## src/rtl/idl_pkg.sv

```systemverilog
// Shared constants, types and the key function for the idle-locked descrambler.
package idl_pkg;

    localparam int LFSR_W = 11;

    typedef logic [LFSR_W-1:0] lfsr_t;

    typedef enum logic {
        ST_HUNT   = 1'b0,
        ST_LOCKED = 1'b1
    } mode_e;

    // Key bit of the x^11 + x^9 + 1 register.
    function automatic logic key_bit(input lfsr_t s);
        return s[10] ^ s[8];
    endfunction

endpackage

```

## src/rtl/idl_bit_step.sv

```systemverilog
// One-bit descrambler step (combinational).
// Takes the register state, the run length, the watchdog counter and the mode,
// and returns the state after one received bit plus the descrambled bit.
// Assumes: when en is low, everything passes through and pbit_o is 0.
module idl_bit_step
    import idl_pkg::*;
#(
    parameter int LOCK_RUN    = 29,
    parameter int UNLOCK_BITS = 36000,
    parameter int RUN_W       = 5,
    parameter int TMR_W       = 16
) (
    input  logic             en,
    input  logic             cbit,
    input  lfsr_t            lfsr_i,
    input  logic [RUN_W-1:0] run_i,
    input  logic [TMR_W-1:0] tmr_i,
    input  mode_e            mode_i,
    output lfsr_t            lfsr_o,
    output logic [RUN_W-1:0] run_o,
    output logic [TMR_W-1:0] tmr_o,
    output mode_e            mode_o,
    output logic             pbit_o
);

    localparam logic [RUN_W-1:0] RUN_MAX  = RUN_W'(LOCK_RUN);
    localparam logic [TMR_W-1:0] TMR_LAST = TMR_W'(UNLOCK_BITS - 1);

    logic             key;
    logic             plain;
    logic [RUN_W-1:0] run_n;

    // Descramble the bit, advance the register, and update the lock/watchdog state.
    always_comb begin
        key    = key_bit(lfsr_i);
        plain  = cbit ^ key;
        run_n  = run_i;
        lfsr_o = lfsr_i;
        run_o  = run_i;
        tmr_o  = tmr_i;
        mode_o = mode_i;
        pbit_o = 1'b0;
        if (en) begin
            pbit_o = plain;
            lfsr_o = {lfsr_i[LFSR_W-2:0], (mode_i == ST_LOCKED) ? key : ~cbit};
            if (!plain)
                run_n = '0;
            else if (run_i != RUN_MAX)
                run_n = run_i + 1'b1;
            run_o = run_n;
            if (mode_i == ST_HUNT) begin
                tmr_o = '0;
                if (run_n == RUN_MAX)
                    mode_o = ST_LOCKED;
            end else if (run_n == RUN_MAX) begin
                tmr_o = '0;
            end else if (tmr_i == TMR_LAST) begin
                mode_o = ST_HUNT;
                tmr_o  = '0;
                run_o  = '0;
            end else begin
                tmr_o = tmr_i + 1'b1;
            end
        end
    end

endmodule

```

## src/rtl/idl_state_reg.sv

```systemverilog
// State register for the descrambler: the register, the run, the watchdog and the mode.
// Assumes: synchronous active-low reset; the next state already accounts for every
// bit in the cycle.
module idl_state_reg
    import idl_pkg::*;
#(
    parameter int LOCK_RUN    = 29,
    parameter int UNLOCK_BITS = 36000,
    parameter int RUN_W       = 5,
    parameter int TMR_W       = 16
) (
    input  logic             clk,
    input  logic             rst_n,
    input  logic [1:0]       in_valid,
    input  lfsr_t            lfsr_d,
    input  logic [RUN_W-1:0] run_d,
    input  logic [TMR_W-1:0] tmr_d,
    input  mode_e            mode_d,
    output lfsr_t            lfsr_q,
    output logic [RUN_W-1:0] run_q,
    output logic [TMR_W-1:0] tmr_q,
    output mode_e            mode_q
);

    // Load the next state, or clear it while in reset.
    always_ff @(posedge clk) begin
        if (!rst_n) begin
            lfsr_q <= '0;
            run_q  <= '0;
            tmr_q  <= '0;
            mode_q <= ST_HUNT;
        end else begin
            lfsr_q <= lfsr_d;
            run_q  <= run_d;
            tmr_q  <= tmr_d;
            mode_q <= mode_d;
        end
    end

    AST_IDLE_HOLDS: assert property (@(posedge clk) disable iff (!rst_n)
        (in_valid == 2'b00) |=> ($stable(lfsr_q) && $stable(run_q) && $stable(tmr_q) && $stable(mode_q)));
    AST_TMR_BOUND: assert property (@(posedge clk) disable iff (!rst_n)
        tmr_q < TMR_W'(UNLOCK_BITS));
    AST_HUNT_TMR_ZERO: assert property (@(posedge clk) disable iff (!rst_n)
        (mode_q == ST_HUNT) |-> (tmr_q == '0));
    AST_RUN_BOUND: assert property (@(posedge clk) disable iff (!rst_n)
        run_q <= RUN_W'(LOCK_RUN));
    AST_UNLOCK_ON_EXPIRY: assert property (@(posedge clk) disable iff (!rst_n)
        $fell(mode_q == ST_LOCKED) |-> ($past(tmr_q) >= TMR_W'(UNLOCK_BITS - 2)));

endmodule

```

## src/rtl/idl_out_reg.sv

```systemverilog
// Output register: delays the valid code by one cycle and registers the descrambled bits.
// Assumes: the step stages already drive 0 on positions that carry no bit.
module idl_out_reg (
    input  logic       clk,
    input  logic       rst_n,
    input  logic [1:0] in_valid,
    input  logic [1:0] pbits,
    output logic [1:0] out_valid,
    output logic [1:0] out_data
);

    // Register the valid code and the bits for the next cycle.
    always_ff @(posedge clk) begin
        if (!rst_n) begin
            out_valid <= 2'b00;
            out_data  <= 2'b00;
        end else begin
            out_valid <= in_valid;
            out_data  <= pbits;
        end
    end

    AST_VALID_FOLLOWS: assert property (@(posedge clk) disable iff (!rst_n)
        $past(rst_n) |-> (out_valid == $past(in_valid)));
    AST_EMPTY_IS_ZERO: assert property (@(posedge clk) disable iff (!rst_n)
        (out_valid == 2'b00) |-> (out_data == 2'b00));
    AST_SINGLE_LOW_ZERO: assert property (@(posedge clk) disable iff (!rst_n)
        (out_valid == 2'b01) |-> (out_data[0] == 1'b0));

endmodule

```

## src/rtl/idle_lock_descrambler.sv

```systemverilog
// Idle-locked self-synchronizing descrambler for a 0/1/2-bit-per-cycle stream.
// Lane 0 handles the older bit (in_data[0], present when in_valid[1] is set).
// Lane 1 handles the newer bit (in_data[1], present when in_valid is nonzero).
// The lanes are chained, so lock can be gained or lost between them.
// Assumes: one clock domain; synchronous active-low reset.
module idle_lock_descrambler
    import idl_pkg::*;
#(
    parameter int LOCK_RUN    = 29,
    parameter int UNLOCK_BITS = 36000
) (
    input  logic       clk,
    input  logic       rst_n,
    input  logic [1:0] in_valid,
    input  logic [1:0] in_data,
    output logic [1:0] out_valid,
    output logic [1:0] out_data,
    output logic       out_locked
);

    localparam int LANES = 2;
    localparam int RUN_W = $clog2(LOCK_RUN + 1);
    localparam int TMR_W = $clog2(UNLOCK_BITS + 1);

    lfsr_t            lfsr_c [LANES+1];
    logic [RUN_W-1:0] run_c  [LANES+1];
    logic [TMR_W-1:0] tmr_c  [LANES+1];
    mode_e            mode_c [LANES+1];
    logic [LANES-1:0] lane_en;
    logic [LANES-1:0] pbits;

    // Lane enables, from the count code.
    always_comb begin
        lane_en[0] = in_valid[1];
        lane_en[1] = |in_valid;
    end

    idl_state_reg #(
        .LOCK_RUN(LOCK_RUN), .UNLOCK_BITS(UNLOCK_BITS), .RUN_W(RUN_W), .TMR_W(TMR_W)
    ) u_state (
        .clk(clk), .rst_n(rst_n), .in_valid(in_valid),
        .lfsr_d(lfsr_c[LANES]), .run_d(run_c[LANES]), .tmr_d(tmr_c[LANES]), .mode_d(mode_c[LANES]),
        .lfsr_q(lfsr_c[0]), .run_q(run_c[0]), .tmr_q(tmr_c[0]), .mode_q(mode_c[0])
    );

    for (genvar g = 0; g < LANES; g++) begin : g_lane
        idl_bit_step #(
            .LOCK_RUN(LOCK_RUN), .UNLOCK_BITS(UNLOCK_BITS), .RUN_W(RUN_W), .TMR_W(TMR_W)
        ) u_step (
            .en(lane_en[g]), .cbit(in_data[g]),
            .lfsr_i(lfsr_c[g]), .run_i(run_c[g]), .tmr_i(tmr_c[g]), .mode_i(mode_c[g]),
            .lfsr_o(lfsr_c[g+1]), .run_o(run_c[g+1]), .tmr_o(tmr_c[g+1]), .mode_o(mode_c[g+1]),
            .pbit_o(pbits[g])
        );
    end

    idl_out_reg u_out (
        .clk(clk), .rst_n(rst_n), .in_valid(in_valid), .pbits(pbits),
        .out_valid(out_valid), .out_data(out_data)
    );

    assign out_locked = (mode_c[0] == ST_LOCKED);

endmodule

```

## config.mk

```make
export PLATFORM = sky130hd
export DESIGN_NAME = idle_lock_descrambler
export DESIGN_NICKNAME = d
export VERILOG_FILES = /design/src/rtl/idl_pkg.sv /design/src/rtl/idl_bit_step.sv /design/src/rtl/idl_state_reg.sv /design/src/rtl/idl_out_reg.sv /design/src/rtl/idle_lock_descrambler.sv
export SDC_FILE = /design/constraint.sdc
export NUM_CORES = 1
export LEC_CHECK = 0
export ABC_CLOCK_PERIOD_IN_PS = 6800
export BUFFER_PORTS_ARGS = -buffer_cell sky130_fd_sc_hd__buf_2
export CORE_MARGIN = 4
export CORE_UTILIZATION = 52
export CTS_CLUSTER_DIAMETER = 150
export CTS_CLUSTER_SIZE = 10
export DETAILED_ROUTE_END_ITERATION = 16
export GPL_TIMING_DRIVEN = 0
export PLACE_DENSITY = 0.79
export SYNTH_ARGS = -nofsm -noshare
export SYNTH_HDL_FRONTEND = slang
export SYNTH_SLANG_ARGS = --single-unit
```

## constraint.sdc

```tcl
create_clock -name clk -period 6.8 [get_ports clk]
set_input_delay 0.68 -clock clk [delete_from_list [all_inputs] [get_ports clk]]
set_output_delay 0.68 -clock clk [all_outputs]
set_load 0.1 [all_outputs]
```

### Word-level counts from Yosys, hierarchy flattened

Index checks and enable logic that the tools add are counted.

* bitwise gates (word level): 6
* equal/unequal tests: 6
* multiplexer cells: 36
* reductions and logical operators: 3
* add/sub/neg operators: 4

Operator list (number)
* $mux W16: 8
* $mux W5: 14
* $add A16 B1 Y16 const B: 2
* $eq A16 B16 Y1 const B: 2
* $mux W11: 2
* $mux W1: 12
* $add A5 B1 Y5 const B: 2
* $eq A5 B5 Y1 const B: 2
* $ne A5 B5 Y1 const B: 2
* $reduce_and A2 Y1: 2
* $xor A1 B1 Y1: 4
* $not A1 Y1: 2
* $reduce_or A2 Y1: 1

* output and inout port bits: 5
* bits of input ports: 6
* bits in registers: 37

### Longest topological paths before layout

* depth in word-level cells: 16
* mapped depth: 17

### Hierarchy

A second synthesis with hierarchy kept.

* cells, all modules: 408
* area total of the unflattened synthesis: 3306.9 sq um

By module, submodules not included
* idl_bit_step: area an instance 1136.1 sq um, cells an instance 165, seq. area each 0.0 sq um, times used 2
* idl_state_reg: area an instance 923.4 sq um, cells an instance 69, seq. area each 660.6 sq um, times used 1
* idl_out_reg: area an instance 105.1 sq um, cells an instance 8, seq. area each 80.1 sq um, times used 1
* idle_lock_descrambler: area an instance 6.3 sq um, cells an instance 1, seq. area each 0.0 sq um, times used 1

### Worst setup path before layout

Ideal clock, no wire load.

* path kind: reg2reg
* start: register u_state.tmr_q[6]
* end: register u_state.tmr_q[10]
* cell stages (with the launch flop): 17
* clock period less this slack: 3.823 ns
* data required time: 6.708 ns
* path slack: 2.977 ns
* path buffers: 2
* data arrival time: 3.730 ns
* cells stage by stage: dfxtp_1 buf_2 or4_4 nor4_4 nand2b_1 or2_2 clkbuf_1 nor2_1 mux2_2 ha_1 nand3b_1 a221o_1 nor2b_1 and3_1 nor3_2 nand2_2 o32ai_1

* cells in the longest elaborated chain, start to end: 13
* elaborated cells on any way between the ends: 26
* those cells by class: add/sub: 3; eq/ne: 4; mux: 19

RTL lines
* start: declaration: RTL line idl_state_reg.sv:21 `output logic [TMR_W-1:0] tmr_q,`
* start signal: assignment: RTL line idl_state_reg.sv:35 `tmr_q <= tmr_d;`
* branches (longest 12 deep; another with $add A16 B1 Y16)
* $mux W16 (*): RTL line idl_bit_step.sv:43 `if (en) begin`

Every way passes the cells marked *. The select of a mux whose other input is x is not followed.
A chain may end at the register's enable or synchronous reset.

### Final worst setup path

* start: register u_state.run_q[0]
* end: register u_state.tmr_q[10]

* cells in the longest elaborated chain, start to end: 16
* elaborated cells on any way between the ends: 29
* those cells by class: add/sub: 3; eq/ne: 5; mux: 21

RTL lines
* start: declaration: RTL line idl_state_reg.sv:20 `output logic [RUN_W-1:0] run_q,`
* start signal: assignment: RTL line idl_state_reg.sv:34 `run_q <= run_d;`
* $add A5 B1 Y5 / $ne A5 B5 Y1 (equally long branches): RTL line idl_bit_step.sv:49, idl_bit_step.sv:48
* $mux W5: RTL line idl_bit_step.sv:48 `else if (run_i != RUN_MAX)`
* $mux W5: RTL line idl_bit_step.sv:46 `if (!plain)`
* $mux W5: RTL line idl_bit_step.sv:43
* $eq A5 B5 Y1 / $mux W5 (equally long branches): RTL line idl_bit_step.sv:53, idl_bit_step.sv:55, idl_bit_step.sv:57
* $mux W5: RTL line idl_bit_step.sv:55 `end else if (run_n == RUN_MAX) begin`
* $mux W5: RTL line idl_bit_step.sv:51 `if (mode_i == ST_HUNT) begin`
* $mux W5: RTL line idl_bit_step.sv:43
* $add A5 B1 Y5 / $ne A5 B5 Y1 (equally long branches): RTL line idl_bit_step.sv:49, idl_bit_step.sv:48
* $mux W5: RTL line idl_bit_step.sv:48
* $mux W5: RTL line idl_bit_step.sv:46
* $mux W5: RTL line idl_bit_step.sv:43
* $eq A5 B5 Y1: RTL line idl_bit_step.sv:55
* $mux W16: RTL line idl_bit_step.sv:55
* $mux W16: RTL line idl_bit_step.sv:51
* $mux W16 (*): RTL line idl_bit_step.sv:43

Every way passes the cells marked *; elsewhere a longest branch is shown, timed or not. The select of a mux whose other input is x is not followed.

==> results.py <==
metrics = {
    "worst_setup_path": {
        "r2r-end": "u_state.tmr_q[10]",
        "start_kind": "flop",
        "critPathMaxFanout": 10,
        "r2r-start": "u_state.run_q[0]",
        "r2r_cells": 16,
        "crit_type": "flop to flop",
        "cp-startpoint": "u_state.run_q[0]",
        "crit_path_top_delay_cell": "nor4_2",
        "crit_path_end": "u_state.tmr_q[10]",
        "crit_top_cell": "ha_1",
        "cp-end-kind": "flop",
        "critPathArrivalTime_ps": 5270,
        "critPathTopFamily": "simple AND/OR/NAND/NOR gates",
        "critPathRequiredTime_ps": 7000,
        "path_cells": "ha_1, nand4_1, mux2i_1, nor4_2, or2_2, clkbuf_1, nor2_1, mux2_2, ha_1, nand3b_1, a221o_1, nor2b_1, and3_1, nor3_2, nand2_2, o32ai_1",
        "slowest_delay_ps": 810,
        "ff2ff_setup_slack_ps": 1730,
        "worst-path-stages": 16,
        "critPathBufInv": 1,
    },
    "clocking": {
        "ctsLongestPathBuffers": 2,
        "numClockSinks": 37,
        "clkTransAtPathRegs_ps": 80,
        "post_cts_buffers": 0,
        "postCtsHoldBufs": 0,
        "cts_tree": "yes",
        "cts-root-buf": "clkbuf_8",
        "cts_resized": 0,
        "h-tree-depth": 2,
        "cts_buffers": 5,
        "clock_latency_ps": 300,
    },
    "cells_and_area": {
        "drive_above_1_share": 0.113,
        "layout_common_cells": "nor2_1, dfxtp_1, nand2_1",
        "utilization": 0.596,
        "n_antenna_cell": 0,
        "fin_nets": 436,
        "fin_area_mm2": 0.00336,
        "area.growth.synth_to_final_pct": 8.04,
        "layout_commonest_cell": "nor2_1",
    },
    "sta": {
        "hold_viol_final": 0,
        "hold_slack_ps": 523,
        "clock_skew_ps": 4.26,
        "setup_ws_ps": 1730,
        "grt_setup_unrepaired": "false",
        "fin_crit_sh": 0.746,
        "max_slew_margin": 0.344,
        "finalSetupViolCount": 0,
        "tns_ps": 0,
        "slew_viol_final": 0,
        "tightestPinTransition_ps": 980,
        "fin_crit_ps": 5070,
        "timing.fmax_mhz": 197,
    },
    "synthesis": {
        "synth_top_area_frac": 0.238,
        "synth.distinct_cells": 73,
        "synth_edf_count": 0,
        "ys_seq_elements": 37,
        "ys_seq_area_frac": 0.238,
        "synthCells": 409,
        "synth_area_mm2": 0.00311,
        "yosys.area.top_type": "dfxtp_1",
        "syn_nets": 420,
        "synthTopCellsByArea": "dfxtp_1, mux2i_1, nor2_1, xnor2_1, nand2_1",
        "postSynth.asyncResetShare": 0,
        "yosys_most_used_dff": "dfxtp_1",
        "avgSynthCellArea_um2": 7.61,
        "yosys_warnings": 0,
    },
    "power_and_ir_drop": {
        "peakVddDrop_mv": 0.132,
        "p_leak_nw": 1.13,
        "power.density_mw_per_mm2": 146,
    },
    "run_status": {
        "status": "completed",
    },
    "routing": {
        "wl_met2_um": 3980,
        "dr.max_layer_used": "met4",
        "wl_met3_um": 927,
        "via_count": 3283,
        "via_per_inst": 6.59,
        "finalWirelength_um": 8820,
        "wl_met1_um": 3750,
        "wl_per_cell_um": 17.7,
        "postRouteAntennaNets": 0,
        "first_iter_violations": 475,
        "drt-pass1-iter-count": 6,
        "drc_errors": 0,
    },
    "grt": {
        "antenna_found_initial": 0,
        "grt_use_total": 0.244,
        "grt_pass1_wl_um": 14600,
        "grt_max_degree": 14,
        "gr-total-overflow": 0,
        "grt_pass1_vias": 2946,
    },
    "run": {
        "drv_cap": 0,
    },
    "placement": {
        "placed_cell_area_mm2": 0.00325,
        "io_buffers": 9,
        "post-place-ws_ps": 1790,
        "gp_congestion": 0.980,
        "dp_hpwl_um": 6410,
    },
    "floorplanning": {
        "dieHeight_um": 85.4,
        "rows": 27,
        "pin_count": 11,
        "initial_core_util": 0.552,
        "die-area_mm2": 0.00729,
        "coreArea_mm2": 0.00564,
        "die_w_um": 85.4,
    },
    "min_path": {
        "worstHoldPathType": "flop to flop",
    },
}
flip-flops by register name, summed over array words and instances (netlist names):
signal           flops
u_state.tmr_q       16
u_state.lfsr_q      11
u_state.run_q        5
u_out.out_data       2
u_out.out_valid      2
u_state.mode_q       1
layout make-up:
cell class | instances | area, um^2
plain buffers | 26 | 119
clock buffers | 5 | 68.8
clock inverters | 3 | 46.3
fillers | 495 | 2280
inverters | 13 | 48.8
multi-input cells | 333 | 2210
flip-flops and latches | 37 | 741
well taps | 72 | 90.1
repair buffers | 9 | 45.0
report_power, final:
part,leakage (nW),internal (mW),switching [mW]
registers,0.300,0.221,0.00386
logic,0.778,0.0187,0.0458
clock network,0.0543,0.110,0.0916
cells in the mapped netlist (all sizes together) (2+ instances only):
library cell,n
o31ai,3
nor2b,6
nor3,14
nand4b,2
a21oi,21
o211ai,7
nand4,16
a221o,2
and4,4
a211oi,5
nand2b,4
nor3b,3
or4b,2
or2,7
clkbuf,18
buf,8
nand2,36
o22ai,6
mux2i,17
a22oi,3
a21o,3
and3,5
o22a,2
o21ai,16
xor2,5
o21a,3
nand3b,4
ha,5
nor4,9
dfxtp,37
inv,13
or3,4
a31oi,5
nand3,19
o32ai,3
nor2,46
and2,3
xnor2,19
or4,3
o211a,2
cells by family after synthesis:
kind of cell             after synthesis  synth area share
AO/OA/AOI/OAI                         96             0.225
XOR/XNOR                              25            0.0751
adder cells (fa/ha/maj)                5            0.0201
buffers and inverters                 39            0.0538
flip-flops                            37             0.238
multiplexers                          18            0.0583
AND/OR/NAND/NOR                      189             0.330
routing by layer:
metal	up-vias	global-route usage
met1	1513	0.343
li1	1556	-
met5	-	0
met4	0	0.0619
met2	189	0.391
met3	25	0.0350
how the worst min path moves through the flow:
stage,depth (start not counted),slack (ps),endpoint,from
after global routing,2,550,u_state.lfsr_q[7],u_state.lfsr_q[5]
after floorplan,2,480,u_state.lfsr_q[7],u_state.lfsr_q[5]
final,2,520,u_state.lfsr_q[8],u_state.lfsr_q[6]
after global placement,2,500,u_state.lfsr_q[8],u_state.lfsr_q[6]
after CTS,2,530,u_state.lfsr_q[8],u_state.lfsr_q[6]
after detailed placement,2,510,u_state.lfsr_q[8],u_state.lfsr_q[6]
through the flow:
step	std cells	power, mW
after floorplan	409	0.276
after global placement	490	0.291
after detailed placement	490	0.292
after CTS	498	0.493
after global routing	498	0.510
final	498	0.491
tightest hold or removal path, delay by kind of cell, from the launching register on:
family / cells / cell delay (ps)
AO/OA/AOI/OAI: 1 / 70
flip-flops: 1 / 350
AND/OR/NAND/NOR: 1 / 70
Note: power is estimated with default switching activity, not from simulation.
